--- src/rtl/ebw_pkg.sv ---
// Package: shared state encoding for the external bus wait-state controller.
// Assumes: imported by every module of the controller and its checker.
package ebw_pkg;
    typedef enum logic [2:0] {
        ST_IDLE,   // no transfer, bus owned
        ST_ACC,    // first bus cycle of a transfer
        ST_WS,     // software wait states
        ST_XW,     // extra cycles waiting on ready
        ST_HOLD    // bus handed to external master
    } ebw_state_t;
endpackage

--- src/rtl/ebw_sequencer.sv ---
// Module: transfer sequencer. Accepts a core request from idle, runs the
// access cycle and the software wait states, then samples registered ready.
// Assumes: req_valid is held until the transfer is accepted and dropped
// before the done pulse; the hold request is honoured only from idle.
module ebw_sequencer
    import ebw_pkg::*;
#(
    parameter int AW  = 16,
    parameter int DW  = 16,
    parameter int WSW = 3
) (
    input  logic             clk,
    input  logic             rst_n,
    input  logic             req_valid,
    input  logic [AW-1:0]    req_addr,
    input  logic [DW-1:0]    req_wdata,
    input  logic             req_write,
    input  logic             req_io,
    input  logic [WSW-1:0]   cfg_wait,
    input  logic             rdy_in,
    input  logic             hold_req,
    output ebw_state_t       st,
    output logic [WSW-1:0]   ws_left,
    output logic [WSW-1:0]   ws_cfg,
    output logic [AW-1:0]    cur_addr,
    output logic [DW-1:0]    cur_wdata,
    output logic             cur_write,
    output logic             cur_io,
    output logic             finish
);
    localparam logic [WSW-1:0] READY_MIN = WSW'(2);
    localparam logic [WSW-1:0] ONE       = WSW'(1);

    ebw_state_t     st_nx;
    logic [WSW-1:0] left_nx;
    logic           rdy_q;
    logic           accept;

    assign accept = (st == ST_IDLE) && !hold_req && req_valid;

    // Register the ready input; decisions use the value of the previous cycle.
    always_ff @(posedge clk) begin
        if (!rst_n) rdy_q <= 1'b0;
        else        rdy_q <= rdy_in;
    end

    // Next state, remaining wait count and end-of-transfer flag.
    always_comb begin
        st_nx   = st;
        left_nx = ws_left;
        finish  = 1'b0;
        case (st)
            ST_IDLE: begin
                if (hold_req)       st_nx = ST_HOLD;
                else if (req_valid) st_nx = ST_ACC;
            end
            ST_ACC: begin
                if (ws_cfg == '0) begin
                    finish = 1'b1;
                    st_nx  = ST_IDLE;
                end else begin
                    st_nx   = ST_WS;
                    left_nx = ws_cfg;
                end
            end
            ST_WS: begin
                if (ws_left == ONE) begin
                    if (ws_cfg < READY_MIN || rdy_q) begin
                        finish = 1'b1;
                        st_nx  = ST_IDLE;
                    end else begin
                        st_nx = ST_XW;
                    end
                end else begin
                    left_nx = ws_left - ONE;
                end
            end
            ST_XW: begin
                if (rdy_q) begin
                    finish = 1'b1;
                    st_nx  = ST_IDLE;
                end
            end
            ST_HOLD: begin
                if (!hold_req) st_nx = ST_IDLE;
            end
            default: st_nx = ST_IDLE;
        endcase
    end

    // State and wait counter registers.
    always_ff @(posedge clk) begin
        if (!rst_n) begin
            st      <= ST_IDLE;
            ws_left <= '0;
        end else begin
            st      <= st_nx;
            ws_left <= left_nx;
        end
    end

    // Capture the request fields and the wait count at acceptance.
    always_ff @(posedge clk) begin
        if (!rst_n) begin
            ws_cfg    <= '0;
            cur_addr  <= '0;
            cur_wdata <= '0;
            cur_write <= 1'b0;
            cur_io    <= 1'b0;
        end else if (accept) begin
            ws_cfg    <= cfg_wait;
            cur_addr  <= req_addr;
            cur_wdata <= req_wdata;
            cur_write <= req_write;
            cur_io    <= req_io;
        end
    end
endmodule

--- src/rtl/ebw_pin_drive.sv ---
// Module: bus pin driver. Derives line levels and output enables from the
// sequencer state.
// Assumes: purely combinational; off_n overrides every enable.
module ebw_pin_drive
    import ebw_pkg::*;
#(
    parameter int AW  = 16,
    parameter int DW  = 16,
    parameter int WSW = 3
) (
    input  ebw_state_t     st,
    input  logic [WSW-1:0] ws_left,
    input  logic [AW-1:0]  cur_addr,
    input  logic [DW-1:0]  cur_wdata,
    input  logic           cur_write,
    input  logic           cur_io,
    input  logic           off_n,
    output logic [AW-1:0]  bus_addr,
    output logic           bus_addr_oe,
    output logic [DW-1:0]  bus_wdata,
    output logic           bus_data_oe,
    output logic           bus_rw_n,
    output logic           bus_iostrb_n,
    output logic           bus_ctl_oe,
    output logic           msc_n,
    output logic           msc_oe,
    output logic           holda_n,
    output logic           holda_oe
);
    localparam logic [WSW-1:0] TWO = WSW'(2);

    logic active;
    logic granted;

    // Classify the state into transfer and hold.
    always_comb begin
        active  = (st == ST_ACC) || (st == ST_WS) || (st == ST_XW);
        granted = (st == ST_HOLD);
    end

    // Line levels and per-group enables.
    always_comb begin
        bus_addr     = cur_addr;
        bus_wdata    = cur_wdata;
        bus_rw_n     = !(active && cur_write);
        bus_iostrb_n = !(active && cur_io);
        msc_n        = !((st == ST_WS) && (ws_left >= TWO));
        holda_n      = !granted;
        bus_addr_oe  = off_n && !granted;
        bus_ctl_oe   = off_n && !granted;
        bus_data_oe  = off_n && active && cur_write;
        msc_oe       = off_n;
        holda_oe     = off_n;
    end
endmodule

--- src/rtl/ebw_read_capture.sv ---
// Module: read capture. Latches bus read data and pulses done on the
// edge that closes the final bus cycle.
// Assumes: finish is high for exactly one cycle per transfer.
module ebw_read_capture #(
    parameter int DW = 16
) (
    input  logic          clk,
    input  logic          rst_n,
    input  logic          finish,
    input  logic [DW-1:0] bus_rdata_in,
    output logic          core_done,
    output logic [DW-1:0] core_rdata
);
    // Capture data and raise the done pulse for one cycle.
    always_ff @(posedge clk) begin
        if (!rst_n) begin
            core_done  <= 1'b0;
            core_rdata <= '0;
        end else begin
            core_done <= finish;
            if (finish) core_rdata <= bus_rdata_in;
        end
    end
endmodule

--- src/rtl/ext_bus_wait_ctrl.sv ---
// Module: external bus wait-state controller top. Connects the sequencer,
// the pin driver and the read capture.
// Assumes: one outstanding transfer at a time; synchronous active-low reset.
module ext_bus_wait_ctrl
    import ebw_pkg::*;
#(
    parameter int AW  = 16,
    parameter int DW  = 16,
    parameter int WSW = 3
) (
    input  logic           clk,
    input  logic           rst_n,
    input  logic           req_valid,
    input  logic [AW-1:0]  req_addr,
    input  logic [DW-1:0]  req_wdata,
    input  logic           req_write,
    input  logic           req_io,
    input  logic [WSW-1:0] cfg_wait,
    input  logic           rdy_in,
    input  logic           hold_req,
    input  logic           off_n,
    input  logic [DW-1:0]  bus_rdata_in,
    output logic [AW-1:0]  bus_addr,
    output logic           bus_addr_oe,
    output logic [DW-1:0]  bus_wdata,
    output logic           bus_data_oe,
    output logic           bus_rw_n,
    output logic           bus_iostrb_n,
    output logic           bus_ctl_oe,
    output logic           msc_n,
    output logic           msc_oe,
    output logic           holda_n,
    output logic           holda_oe,
    output logic           core_done,
    output logic [DW-1:0]  core_rdata
);
    ebw_state_t     st;
    logic [WSW-1:0] ws_left;
    logic [WSW-1:0] ws_cfg;
    logic [AW-1:0]  cur_addr;
    logic [DW-1:0]  cur_wdata;
    logic           cur_write;
    logic           cur_io;
    logic           finish;

    ebw_sequencer #(.AW(AW), .DW(DW), .WSW(WSW)) u_seq (
        .clk       (clk),
        .rst_n     (rst_n),
        .req_valid (req_valid),
        .req_addr  (req_addr),
        .req_wdata (req_wdata),
        .req_write (req_write),
        .req_io    (req_io),
        .cfg_wait  (cfg_wait),
        .rdy_in    (rdy_in),
        .hold_req  (hold_req),
        .st        (st),
        .ws_left   (ws_left),
        .ws_cfg    (ws_cfg),
        .cur_addr  (cur_addr),
        .cur_wdata (cur_wdata),
        .cur_write (cur_write),
        .cur_io    (cur_io),
        .finish    (finish)
    );

    ebw_pin_drive #(.AW(AW), .DW(DW), .WSW(WSW)) u_pins (
        .st           (st),
        .ws_left      (ws_left),
        .cur_addr     (cur_addr),
        .cur_wdata    (cur_wdata),
        .cur_write    (cur_write),
        .cur_io       (cur_io),
        .off_n        (off_n),
        .bus_addr     (bus_addr),
        .bus_addr_oe  (bus_addr_oe),
        .bus_wdata    (bus_wdata),
        .bus_data_oe  (bus_data_oe),
        .bus_rw_n     (bus_rw_n),
        .bus_iostrb_n (bus_iostrb_n),
        .bus_ctl_oe   (bus_ctl_oe),
        .msc_n        (msc_n),
        .msc_oe       (msc_oe),
        .holda_n      (holda_n),
        .holda_oe     (holda_oe)
    );

    ebw_read_capture #(.DW(DW)) u_cap (
        .clk          (clk),
        .rst_n        (rst_n),
        .finish       (finish),
        .bus_rdata_in (bus_rdata_in),
        .core_done    (core_done),
        .core_rdata   (core_rdata)
    );
endmodule

--- config.mk ---
export PLATFORM = sky130hd
export DESIGN_NAME = ext_bus_wait_ctrl
export DESIGN_NICKNAME = d
export VERILOG_FILES = /design/src/rtl/ebw_pkg.sv /design/src/rtl/ebw_sequencer.sv /design/src/rtl/ebw_pin_drive.sv /design/src/rtl/ebw_read_capture.sv /design/src/rtl/ext_bus_wait_ctrl.sv
export SDC_FILE = /design/constraint.sdc
export NUM_CORES = 1
export LEC_CHECK = 0
export ABC_AREA = 1
export BUFFER_PORTS_ARGS = -buffer_cell sky130_fd_sc_hd__buf_4
export CAP_MARGIN = 25
export CORE_UTILIZATION = 50
export DETAILED_ROUTE_END_ITERATION = 16
export PLACE_DENSITY = 0.91
export SYNTH_ARGS = -nofsm -noshare
export SYNTH_HDL_FRONTEND = slang
export SYNTH_SLANG_ARGS = --single-unit
--- constraint.sdc ---
create_clock -name clk -period 2.6 [get_ports clk]
set_input_delay 0.65 -clock clk [delete_from_list [all_inputs] [get_ports clk]]
set_output_delay 0.65 -clock clk [all_outputs]
set_load 0.05 [all_outputs]
* Word-level counts from Yosys, hierarchy flattened
Index checks and enable logic that the tools add are counted.
** Cells by class
- Equal/unequal tests :: 11
- Multiplexer cells :: 16
- Reduce and logical (&&, ||, !) cells :: 21
- Order comparisons :: 2
- Add/sub/neg operators :: 1
** Operator list (number)
- $mux W3 :: 7
- $pmux W3 S5 :: 1
- $ne A2 B2 Y1 const B :: 5
- $logic_and A1 B1 Y1 :: 8
- $eq A3 B1 Y1 const B :: 2
- $eq A3 B2 Y1 const B :: 2
- $logic_not A3 Y1 :: 2
- $pmux W3 S2 :: 1
- $logic_not A1 Y1 :: 5
- $mux W1 :: 4
- $mux W2 :: 2
- $reduce_and A4 Y1 :: 1
- $eq A3 B3 Y1 const B :: 1
- $ge A3 B2 Y1 const B :: 1
- $logic_or A1 B1 Y1 :: 3
- $lt A3 B2 Y1 const B :: 1
- $ne A3 B3 Y1 const B :: 1
- $pmux W1 S3 :: 1
- $reduce_and A3 Y1 :: 1
- $sub A3 B1 Y3 const B :: 1
- $reduce_bool A2 Y1 :: 1
** Storage, ports and cells
- Bits of input ports :: 59
- Output and inout bits :: 58
- Logic and storage cells :: 61
- Flip-flop bits (word level) :: 61

* Longest topological paths before layout
Gate-level depths: netlist of run 1.
- Depth in word-level cells :: 5
- Gate-level depth with buffers :: 9
- Depth with buffers taken out :: 8

* Hierarchy
A second synthesis of run 1 with hierarchy kept.
** Second synthesis, totals
- Cells, all modules :: 397
- Area, all modules :: 3084.2 um^2
** Modules (own cells, without submodules)
- ebw_sequencer :: cells an instance 244, area each 2033.2 um^2, sequential area each 880.8 um^2, times used 1
- ebw_read_capture :: cells an instance 105, area each 721.9 um^2, sequential area each 340.3 um^2, times used 1
- ebw_pin_drive :: cells an instance 48, area each 329.1 um^2, sequential area each 0.0 um^2, times used 1

* Worst setup path before layout of run 1
No wires, ideal clock.
- Kind :: input-to-output
- Start point :: input port off_n
- End point :: output port bus_ctl_oe
- Path slack :: 0.125 ns
- Data required time :: 1.950 ns
- Path buffers :: 1
- Cell stages on the path :: 3
- Arrival time :: 1.825 ns
- Cells stage by stage :: inv_1 -> a21oi_1 -> buf_4
** Between the ends
- Cells in the longest elaborated chain, start to end :: 1
** Ends and longest elaborated chain
- from (decl) :: line ext_bus_wait_ctrl.sv:21 : input logic off_n,
- $logic_and A1 B1 Y1
- to (decl) :: line ext_bus_wait_ctrl.sv:29 : output logic bus_ctl_oe,
Every way passes these cells.

* Worst setup path after layout of run 1
- Start point :: register u_seq.st[0]
- End point :: output port bus_data_oe
** Between the ends
- Cells in the longest elaborated chain, start to end :: 5
- Elaborated cells between the ends (all ways) :: 7
- Classes of those cells :: eq/ne: 3; reduce/logical: 4
** Ends and longest elaborated chain
- from (decl) :: line ebw_sequencer.sv:22 : output ebw_state_t st,
- from (signal assigned) :: line ebw_sequencer.sv:97 : st <= st_nx;
- $eq A3 B1 Y1 or $eq A3 B2 Y1 (tied branches) :: line ebw_pin_drive.sv:37 : active = (st == ST_ACC) || (st == ST_WS) || (st == ST_XW);
- $logic_or A1 B1 Y1 :: line ebw_pin_drive.sv:37
- $logic_or A1 B1 Y1 * :: line ebw_pin_drive.sv:37
- $logic_and A1 B1 Y1 * (2 in series) :: line ebw_pin_drive.sv:51 : bus_data_oe = off_n && active && cur_write;
- to (decl) :: line ext_bus_wait_ctrl.sv:26 : output logic bus_data_oe,
Mark *: on every way between the ends. The rest lies on a longest branch, timed or not.

==> results of run 1 <==
==> path summary, 6_finish.rpt <==
path / from / endpoint / slack [ns] / depth (start not counted)
hold / removal: u_seq.cur_io / u_seq.cur_io / 0.44 / 2
setup / recovery: u_seq.st[0] / bus_data_oe / 0.48 / 5
setup reg to reg: u_seq.st[2] / u_cap.core_rdata[14] / 0.78 / 7
hold reg to reg: u_seq.cur_io / u_seq.cur_io / 0.44 / 2
==> area by class of cell <==
cell class	instances	area, sq um
multi-input cells	203	996
clock buffers	11	131
flip-flops and latches	61	1220
inverters	68	255
well taps	67	83.8
clock inverters	5	27.5
repair buffers	117	878
fillers	397	1290
==> cell usage in the layout, fill, tap and decap left out, drive strengths merged <==
cell	synthesis	final
ha	3	3
clkinv	0	4
nand2	35	35
clkinvlp	0	1
nand3b	1	1
clkbuf	7	11
nand4	1	1
a21oi	57	57
o31ai	1	1
nor2	33	33
nand3	25	25
buf	17	117
inv	68	68
o21ai	44	44
nor3	3	3
dfxtp	61	61
==> worst reg2reg max path: cells and delay by family, from the launching register on <==
kind	cells	cell delay, ns
buffers and inverters	1	0.11
and+or+nand+nor	6	1.04
DFF	1	0.56
==> kinds of logic (layout without fill, tap and decap cells) <==
logic type	after synthesis	after routing	synth area share
AOI/OAI and AO/OA	102	102	0.196
adders and majority gates	3	3	0.0144
buffers and inverters	92	201	0.151
DFF	61	61	0.468
and+or+nand+nor	98	98	0.171
==> sequential cells by signal (all words and copies together), names as in the netlist <==
register,count
u_cap.core_rdata,16
u_seq.rdy_q,1
u_seq.cur_io,1
u_seq.cur_wdata,16
u_seq.cur_addr,16
u_cap.core_done,1
u_seq.ws_cfg,3
u_seq.ws_left,3
u_seq.st,3
u_seq.cur_write,1
==> per-stage QoR <==
stage / area (sq um) / power (mW) / std cells / utilization
floorplan: 2610 / 1.96 / 356 / -
global placement: 3430 / 2.23 / 516 / 0.704
detailed placement: 3430 / 2.26 / 516 / 0.704
CTS: 3590 / 2.96 / 532 / 0.736
global route: 3590 / 3.10 / 532 / 0.736
finish: 3590 / 2.93 / 532 / 0.736
==> per-layer routing <==
| layer | track usage | vias to the layer above | part of all wire |
|---|---|---|---|
| met2 | 0.387 | 96 | 0.51 |
| met3 | 0.122 | 14 | 0.098 |
| met1 | 0.225 | 1156 | 0.37 |
| li1 | - | 1330 | - |
| met4 | 0.124 | 0 | 0.020 |
| met5 | 0 | - | 0 |
==> report_power, final <==
part	internal, mW	switching, mW	total (mW)
combinational	0.347	0.733	1.08
sequential	1.07	0.0900	1.16
clock	0.339	0.353	0.692
==> out/results.tsv, run 1 <==
metric	value	unit
timing.final.crit_share	0.815	
synthArstFlopShare	0	
clock_latency	0.33	ns
worst_slew_pin_slew	0.658	ns
rsz0062_at_grt	false	
synth.cell_area	2610	sq um
route.detailed.drc	0	
grt_overflow_total	0	
cp_top_family	flip-flops	
setup_viol	0	
max-clock-path-buffers	2	
seq_area_frac_synth	0.468	
grt_pass1_vias	2278	
wl_per_cell	11.6	microns
criticalPathCategory	reg -> out	
root_buffer	clkbuf_8	
synth_edf_count	0	
p_leak	1.75	nW
endpoint_kind	output pin	
synth_most_common_cell	inv_1	
ioPinCount	117	
wl	6.16	mm
die_w	74.3	microns
slew_violations	0	
relSlewSlack	0.561	
portBuffers	116	
ir_drop	543	uV
gp_congestion	0.833	
syn_nets	418	
final_antenna_net_count	0	
cts_setup_buffers	0	
n_antenna_cell	0	
preCtsSetupSlack	0.785	ns
syn2layout_area_growth	37.6	%
synth_cell_types	22	
cts_hold_buf	0	
fin_skew	0.00756	ns
ys_warn_count	0	
drive_above_1_share	0.297	
period_needed	2.12	ns
start_util	0.535	
grt_first_pass_wirelength	9.46	mm
max_stage_delay	0.48	ns
synth_top_area_share	0.468	
hold_class	reg -> reg	
cpMostUsedCell	nor2_1	
crit_chain	nor2_4, nor2_1, nand2_1, nor2_1, buf_4	
hpwl	4.40	mm
cp_max_fo	8	
ys_seq_elements	61	
cp-start-kind	register	
die_h	74.3	microns
synth_common_cells	inv_1 (66), dfxtp_1 (61), a21oi_1 (57), o21ai_0 (42), nand2_1 (35)	
crit_required	1.95	ns
hold_viol_final	0	
p_per_area	817	nW/um^2
cts_sinks	61	
drt_iter0_drc	145	
core_region_area	4880	sq um
grt_max_degree	75	
htreeDepth	3	
cts_tree	built	
fmax	472	MHz
yosysTopAreaCell	dfxtp_1	
slowest_stage	dfxtp_1	
vias	2596	
timing.hold.ws	0.445	ns
ctsResizeCount	0	
synth_cells	356	
via_per_inst	4.88	
track_usage	0.228	
final.setup.tns	0	ns
synth.area.top_cells	dfxtp_1 (47%), a21oi_1 (11%), inv_1 (9.5%)	
path_buf_inv	1	
clk_pin_slew	0.06	ns
cap_viol_max_count	0	
fin_ws	0.482	ns
cts_inserted_buffers	9	
fin_nets	522	
rows	25	
dr.pass1.iters	4	
cp_data_arrival_time	1.47	ns
antenna_found_initial	0	
status	finished, final reports clean	
ys.flop_type	dfxtp_1	
dieArea	5520	sq um
syn_avg_cell_area	7.33	sq um
(Power assumes the default switching activity.)
==> run 2: changes to the inputs <==
--- a/config.mk
+++ b/config.mk
@@ -5,12 +5,12 @@
 export SDC_FILE = /design/constraint.sdc
 export NUM_CORES = 1
 export LEC_CHECK = 0
-export ABC_AREA = 1
+export ABC_AREA = 0
 export BUFFER_PORTS_ARGS = -buffer_cell sky130_fd_sc_hd__buf_4
 export CAP_MARGIN = 25
-export CORE_UTILIZATION = 50
+export CORE_UTILIZATION = 46
 export DETAILED_ROUTE_END_ITERATION = 16
-export PLACE_DENSITY = 0.91
+export PLACE_DENSITY = 0.86
 export SYNTH_ARGS = -nofsm -noshare
 export SYNTH_HDL_FRONTEND = slang
 export SYNTH_SLANG_ARGS = --single-unit
==> constraint.sdc (replaced) <==
create_clock -name clk -period 2 [get_ports clk]
set_input_delay 0.5 -clock clk [delete_from_list [all_inputs] [get_ports clk]]
set_output_delay 0.5 -clock clk [all_outputs]
set_load 0.05 [all_outputs]
==> run 2 against run 1 <==
Against the previous run:
- power decreased by 6.0%
- design area up 0.31%
- sequential share of layout area about the same
- cell count decreased by 8.3%
- clock skew rose by 0.00076 ns
- die area increased by 3.2%
- clock-buffer cell count is 2 higher
- area after synthesis fell by 5.0%
==> out/results.tsv, run 2 <==
metric	value	unit	change
ioPinCount	117		unchanged
status	finished, final reports clean		
timing.final.crit_share	0.957		
grt_pass1_vias	2085		-8.5%
cp-start-kind	register		
worst_slew_pin_slew	0.523	ns	-0.135 ns
synth.area.mux_share	0.0645		+0.0645
via_per_inst	4.92		+0.74%
hpwl	4.35	mm	-1.2%
layout_commonest_cell	buf_4		
path_depth	5		unchanged
fin_nets	476		-8.8%
synth_most_common_cell	nand2_1		
grt_overflow_total	0		unchanged
synth_cell_types	36		+64%
reg2reg_depth	5		-2
cp_data_arrival_time	1.41	ns	-0.06 ns
ir_drop	501	uV	-7.6%
yosys.area_share.adder	0.0151		+0.000754
yosysTopAreaCell	dfxtp_1		
grt_max_degree	36		-52%
multiInputGateArea	1150	sq um	+16%
core_region_area	5140	sq um	+5.3%
synth.area.top_cells	dfxtp_1 (49%), nand2_1 (17%), mux2i_1 (6.5%)		
ys_seq_elements	61		unchanged
relSlewSlack	0.650		+0.0897
reg2reg_from	u_seq.st[1]		
rsz0062_at_grt	false		
synth_top_family_by_area	simple AND/OR/NAND/NOR gates		
reg_top3	u_cap.core_rdata (16), u_seq.cur_addr (16), u_seq.cur_wdata (16)		
slowest_stage	dfxtp_1		
final_antenna_net_count	0		unchanged
antenna_found_initial	0		unchanged
cpMostUsedCell	buf_4		
grt_first_pass_wirelength	8.83	mm	-6.6%
wl	6.02	mm	-2.3%
root_buffer	clkbuf_8		
clock_latency	0.33	ns	about the same
fmax	523	MHz	
fin_ws	0.0863	ns	-0.395 ns
drive_above_1_share	0.354		+0.0573
ys_warn_count	0		unchanged
ys.flop_type	dfxtp_1		
fill_cells	429		+8.1%
hold_viol_final	0		unchanged
cap_viol_max_count	0		unchanged
htreeDepth	3		unchanged
n_antenna_cell	0		unchanged
portBuffers	116		unchanged
die_w	75.4	microns	+1.6%
critPathLaunch	u_seq.st[1]		
cts_inserted_buffers	9		unchanged
synth_top_area_share	0.492		+0.0245
synth_compound_area_frac	0.139		-0.0573
setup_viol	0		unchanged
ff2ff_setup_slack	0.09	ns	-0.69 ns
cts_tree	built		
cp_top_family	simple AND/OR/NAND/NOR gates		
cts_setup_buffers	0		unchanged
max-clock-path-buffers	2		unchanged
clk_pin_slew	0.06	ns	about the same
endpoint_kind	output pin		
dr.pass1.iters	4		unchanged
rows	26		+4.0%
route.detailed.drc	0		unchanged
final_cell_mix	buf_4 (125), nand2_1 (113), dfxtp_1 (59)		
synth_common_cells	nand2_1 (113), dfxtp_1 (61), a21oi_1 (20), a21boi_0 (18), mux2i_1 (16)		
path_buf_inv	2		+1
track_usage	0.209		-0.0193
p_per_area	765	nW/um^2	-6.3%
crit_chain	buf_4, nor2_4, nand2_1, and2_2, buf_4		
syn2layout_area_growth	45.3	%	
seq_area_frac_synth	0.492		+0.0245
p_leak	1.70	nW	-2.8%
synth_xor_area_frac	0		unchanged
synth.cell_area	2480	sq um	-5.0%
syn_avg_cell_area	8.33	sq um	+14%
syn_nets	360		-14%
synth_edf_count	0		unchanged
start_util	0.483		-0.0524
finalCoreUtilization	0.701		-0.0351
period_needed	1.91	ns	
dieArea	5690	sq um	+3.2%
drt_iter0_drc	69		-52%
cts_sinks	61		unchanged
die_h	75.4	microns	+1.6%
criticalPathCategory	reg -> out		
gp_congestion	0.883		+6.1%
preCtsSetupSlack	0.178	ns	-0.607 ns
synth_simple_gate_area_frac	0.235		+0.0644
synth_cells	298		-16%
cp_max_fo	11		+3
slew_violations	0		unchanged
max_stage_delay	0.32	ns	-0.16 ns
cp-endpoint	bus_ctl_oe		
fin_skew	0.00833	ns	+0.000764 ns
vias	2399		-7.6%
synthArstFlopShare	0		unchanged
hold_class	in -> reg		
wl_per_cell	12.3	microns	+6.5%
ff_latch_area	1220	sq um	+0.20%
rr_endpoint	u_seq.ws_left[0]		
crit_required	1.50	ns	-0.45 ns
==> run 2: cell count changes after synthesis, sizes merged, moves of 2 or more <==
cell / previous run / this run
a21oi: 57 / 20
inv: 68 / 3
or3: 0 / 2
nor2: 33 / 8
mux2i: 0 / 16
nand2: 35 / 113
a21boi: 0 / 20
o21ai: 44 / 3
and2: 0 / 3
nor3b: 0 / 2
nand3: 25 / 0
buf: 17 / 10
and3: 0 / 3
clkbuf: 7 / 12
==> run 2: final cells by class <==
type / count / share of cell area
clock buffers: 13 / 0.0413
clock inverters: 2 / 0.00278
inverters: 3 / 0.00312
multi-input cells: 212 / 0.320
flip-flops and latches: 61 / 0.339
well taps: 70 / 0.0243
repair buffers: 127 / 0.269
==> run 2: layer usage <==
layer | part of all wire | GRT usage
met5 | 0 | 0
met4 | 0.013 | 0.0926
met3 | 0.063 | 0.0622
met2 | 0.53 | 0.380
met1 | 0.40 | 0.223
==> run 2: timing repair <==
item,CTS,global route
hold buffers,0,0
resized for setup,2,5
setup endpoints to repair,3,4
==> run 2: cell families after synthesis <==
group                      after synthesis
AOI/OAI and AO/OA                       53
DFF                                     61
buffers and inverters                   25
adders and majority gates                3
and+or+nand+nor                        140
muxes                                   16
==> run 2: worst min path at each step <==
stage	to	from	depth (start not counted)	slack, ns
2_1_floorplan	u_seq.cur_io	u_seq.cur_io	2	0.44
3_3_place_gp	u_seq.cur_wdata[2]	u_seq.cur_wdata[2]	2	0.44
3_5_place_dp	u_seq.cur_wdata[2]	u_seq.cur_wdata[2]	2	0.45
4_1_cts	u_seq.rdy_q	rdy_in	2	0.38
5_1_grt	u_seq.rdy_q	rdy_in	2	0.39
6_report	u_seq.rdy_q	rdy_in	2	0.39
==> run 2: worst reg2reg max path, cell delays in order, from the launching register on <==
cell and delay, ns:
dfxtp_1 0.35, buf_4 0.19, or3b_2 0.52, o32ai_1 0.29
o21ai_0 0.18, a221oi_1 0.30
==> run 2: per-stage QoR <==
stage	TNS, ns	std cells	hold slack (ns)	area, sq um	power, mW
2_1_floorplan	-0.149	298	0.437	2490	1.67
3_3_place_gp	0	473	0.443	3420	1.87
3_5_place_dp	0	473	0.445	3420	1.88
4_1_cts	0	488	0.380	3590	2.79
5_1_grt	0	488	0.392	3600	2.89
6_report	0	488	0.392	3600	2.76
==> run 2: power breakdown <==
group,total [mW],leakage [nW],internal [mW],switching [mW]
clock,0.906,0.0833,0.474,0.432
combinational,0.545,1.12,0.212,0.332
sequential,1.31,0.497,1.27,0.0369
total,2.76,1.70,1.96,0.801
==> run 3: changes to the inputs <==
--- a/config.mk
+++ b/config.mk
@@ -6,11 +6,13 @@
 export NUM_CORES = 1
 export LEC_CHECK = 0
 export ABC_AREA = 0
+export ABC_CLOCK_PERIOD_IN_PS = 2000
 export BUFFER_PORTS_ARGS = -buffer_cell sky130_fd_sc_hd__buf_4
 export CAP_MARGIN = 25
-export CORE_UTILIZATION = 46
+export CORE_UTILIZATION = 48
 export DETAILED_ROUTE_END_ITERATION = 16
-export PLACE_DENSITY = 0.86
+export PLACE_DENSITY = 0.87
 export SYNTH_ARGS = -nofsm -noshare
 export SYNTH_HDL_FRONTEND = slang
+export SYNTH_HIERARCHICAL = 1
 export SYNTH_SLANG_ARGS = --single-unit
==> run 3 against run 2 <==
Against the previous run:
- cell count decreased by 1.8%
- largest cell class is now multi-input gates
- register-to-register slack worse by 0.11 ns
- setup slack got worse by 0.11 ns
- clock-buffer cell count shrank 2
- clock power grew 30%
- the flow now finishes with violations (negative setup slack)
- power is 35% higher
- non-clock buffer count did not move
- global-route usage shrank 0.13 points
- design area grew 6.0%
- first-iteration DRC count increased by 72%
- area after synthesis increased by 13%
- sequential share of layout area shrank 1.9 points
==> out/results.tsv, run 3 <==
metric	value	unit	change
max-clock-path-buffers	2		unchanged
vias	2377		-0.92%
cap_viol_max_count	0		unchanged
cts_hold_buf	0		unchanged
fin_ws	-0.0193	ns	-0.106 ns
rows	27		+3.8%
synth_common_cells	nand2_1 (83), dfxtp_1 (61), a21boi_0 (38), buf_4 (36), nor2b_1 (17)		
start_util	0.504		+0.0210
synth.area.mux_share	0.0570		-0.00751
synth_edf_count	0		unchanged
ioPinCount	117		unchanged
violations	negative setup slack		
fin_nets	464		-2.5%
synth.area.top_cells	dfxtp_1 (43%), nand2_1 (11%), a21boi_0 (10%)		
reg_top3	u_cap/core_rdata (16), u_seq/cur_addr (16), u_seq/cur_wdata (16)		
hpwl	4.41	mm	+1.5%
cp_max_fo	8		-3
synth_cells	317		+6.4%
cts_inserted_buffers	9		unchanged
syn_nets	378		+5.0%
status	finished with violations		
worst_slew_pin_slew	0.499	ns	-0.0242 ns
synthArstFlopShare	0		unchanged
crit_required	2.21	ns	+0.71 ns
hold_class	in -> reg		
ir_drop	690	uV	+38%
synth_simple_gate_area_frac	0.206		-0.0291
cts_sinks	61		unchanged
yosys.area_share.adder	0.00891		-0.00622
fmax	495	MHz	-5.2%
grt_first_pass_wirelength	9.90	mm	+12%
portBuffers	116		unchanged
setup_viol	1		+1
n_antenna_cell	0		unchanged
cp-start-kind	register		
dieArea	6160	sq um	+8.2%
synth_compound_area_frac	0.158		+0.0186
final_cell_mix	buf_4 (121), nand2_1 (83), dfxtp_1 (57)		
grt_overflow_total	0		unchanged
core_region_area	5570	sq um	+8.4%
p_leak	1.63	nW	-4.1%
hold_viol_final	0		unchanged
finalCoreUtilization	0.686		-0.0158
clk_pin_slew	0.07	ns	about the same
design_area	3820	sq um	+6.0%
preCtsSetupSlack	0.00772	ns	-0.170 ns
gp_congestion	0.845		-4.4%
synth_most_common_cell	nand2_1		
clock_latency	0.33	ns	about the same
root_buffer	clkbuf_8		
cts_tree	built		
endpoint_kind	register		
period_needed	2.02	ns	+0.106 ns
criticalPathCategory	reg -> reg		
die_w	78.5	microns	+4.0%
wl	6.57	mm	+9.0%
rsz0062_at_grt	true		
drt_iter0_drc	119		+72%
final_antenna_net_count	0		unchanged
die_h	78.5	microns	+4.0%
syn_avg_cell_area	8.86	sq um	+6.4%
wl_per_cell	13.7	microns	+11%
drive_above_1_share	0.388		+0.0341
slew_violations	0		unchanged
dr.pass1.iters	6		+2
seq_area_frac_synth	0.435		-0.0572
htreeDepth	3		unchanged
synth_top_family_by_area	simple AND/OR/NAND/NOR gates		
p_per_area	975	nW/um^2	+27%
synth_cell_types	38		+5.6%
yosysTopAreaCell	dfxtp_1		
cp_data_arrival_time	2.23	ns	+0.82 ns
ys_warn_count	6		+6
final.setup.tns	-0.0193	ns	-0.0193 ns
ys_seq_elements	61		unchanged
fill_cells	452		+5.4%
fin_skew	0.00758	ns	-0.000745 ns
dpl_cell_area	3510	sq um	+2.5%
route.detailed.drc	0		unchanged
antenna_found_initial	0		unchanged
synth_xor_area_frac	0		unchanged
synth_top_area_share	0.435		-0.0572
track_usage	0.208		-0.00127
ys.flop_type	dfxtp_1		
synth.cell_area	2810	sq um	+13%
timing.final.crit_share	1.01		+0.0528
syn2layout_area_growth	36.1	%	
layout_commonest_cell	buf_4		
grt_pass1_vias	2276		+9.2%
timing.hold.ws	0.387	ns	-0.00523 ns
via_per_inst	4.96		+0.94%
grt_max_degree	64		+78%
relSlewSlack	0.668		+0.0172
[run 3: cell type report]
class	instances	area (sq um)	area share
clock buffers	11	141	0.0370
clock inverters	4	72.6	0.0190
inverters	2	7.51	0.00196
multi-input cells	202	1250	0.328
flip-flops and latches	61	1230	0.321
well taps	72	90.1	0.0236
repair buffers	127	1030	0.269
[run 3: what timing repair did]
action                     4_1_cts  5_1_grt
setup endpoints to repair        2       19
cloned                           0        2
pin swaps                        0        1
buffers inserted                 0        2
gates resized for setup          1       11
[run 3: per-stage QoR]
stage	cells	power, mW
5_1_grt	479	3.89
2_1_floorplan	317	2.21
3_3_place_gp	460	2.45
4_1_cts	475	3.67
3_5_place_dp	460	2.48
6_report	479	3.73
[run 3: kinds of logic (layout without fill, tap and decap cells)]
kind of cell,count (synthesis),in the layout
buffers and inverters,54,144
multiplexers,16,16
AO/OA/AOI/OAI,57,57
adder cells (fa/ha/maj),2,2
AND/OR/NAND/NOR,127,127
flip-flops,61,61
[run 3: power by group]
group	leakage, nW	internal [mW]	total [mW]	switching [mW]
clock network	0.105	0.727	1.18	0.449
registers	0.499	1.32	1.41	0.0843
logic	1.03	0.480	1.14	0.663
total	1.63	2.53	3.73	1.20
[run 3: path summary, 6_finish.rpt]
check	end	slack (ns)	cells past startpoint	startpoint
max	u_cap/core_rdata[11]	-0.02	10	u_seq/ws_left[1]
min	u_seq/rdy_q	0.39	2	rdy_in
max reg2reg	u_cap/core_rdata[11]	-0.02	10	u_seq/ws_left[1]
min reg2reg	u_seq/cur_wdata[6]	0.47	2	u_seq/cur_wdata[6]
[run 3: metal layers]
metal	up-vias	part of all wire	track usage
met5	-	0	0
met4	0	0.016	0.113
met3	9	0.066	0.0512
met2	93	0.51	0.369
met1	1096	0.40	0.225
li1	1179	-	-
[run 3: worst max-delay path: stages, from the launching register on]
cell and delay, ns:
dfxtp_2 0.32, inv_2 0.06, ha_1 0.13, nor2b_4 0.15, o21ai_2 0.06, or2_4 0.23, a311oi_4 0.33, buf_6 0.16
clkbuf_16 0.15, mux2i_1 0.23, nor2b_1 0.08
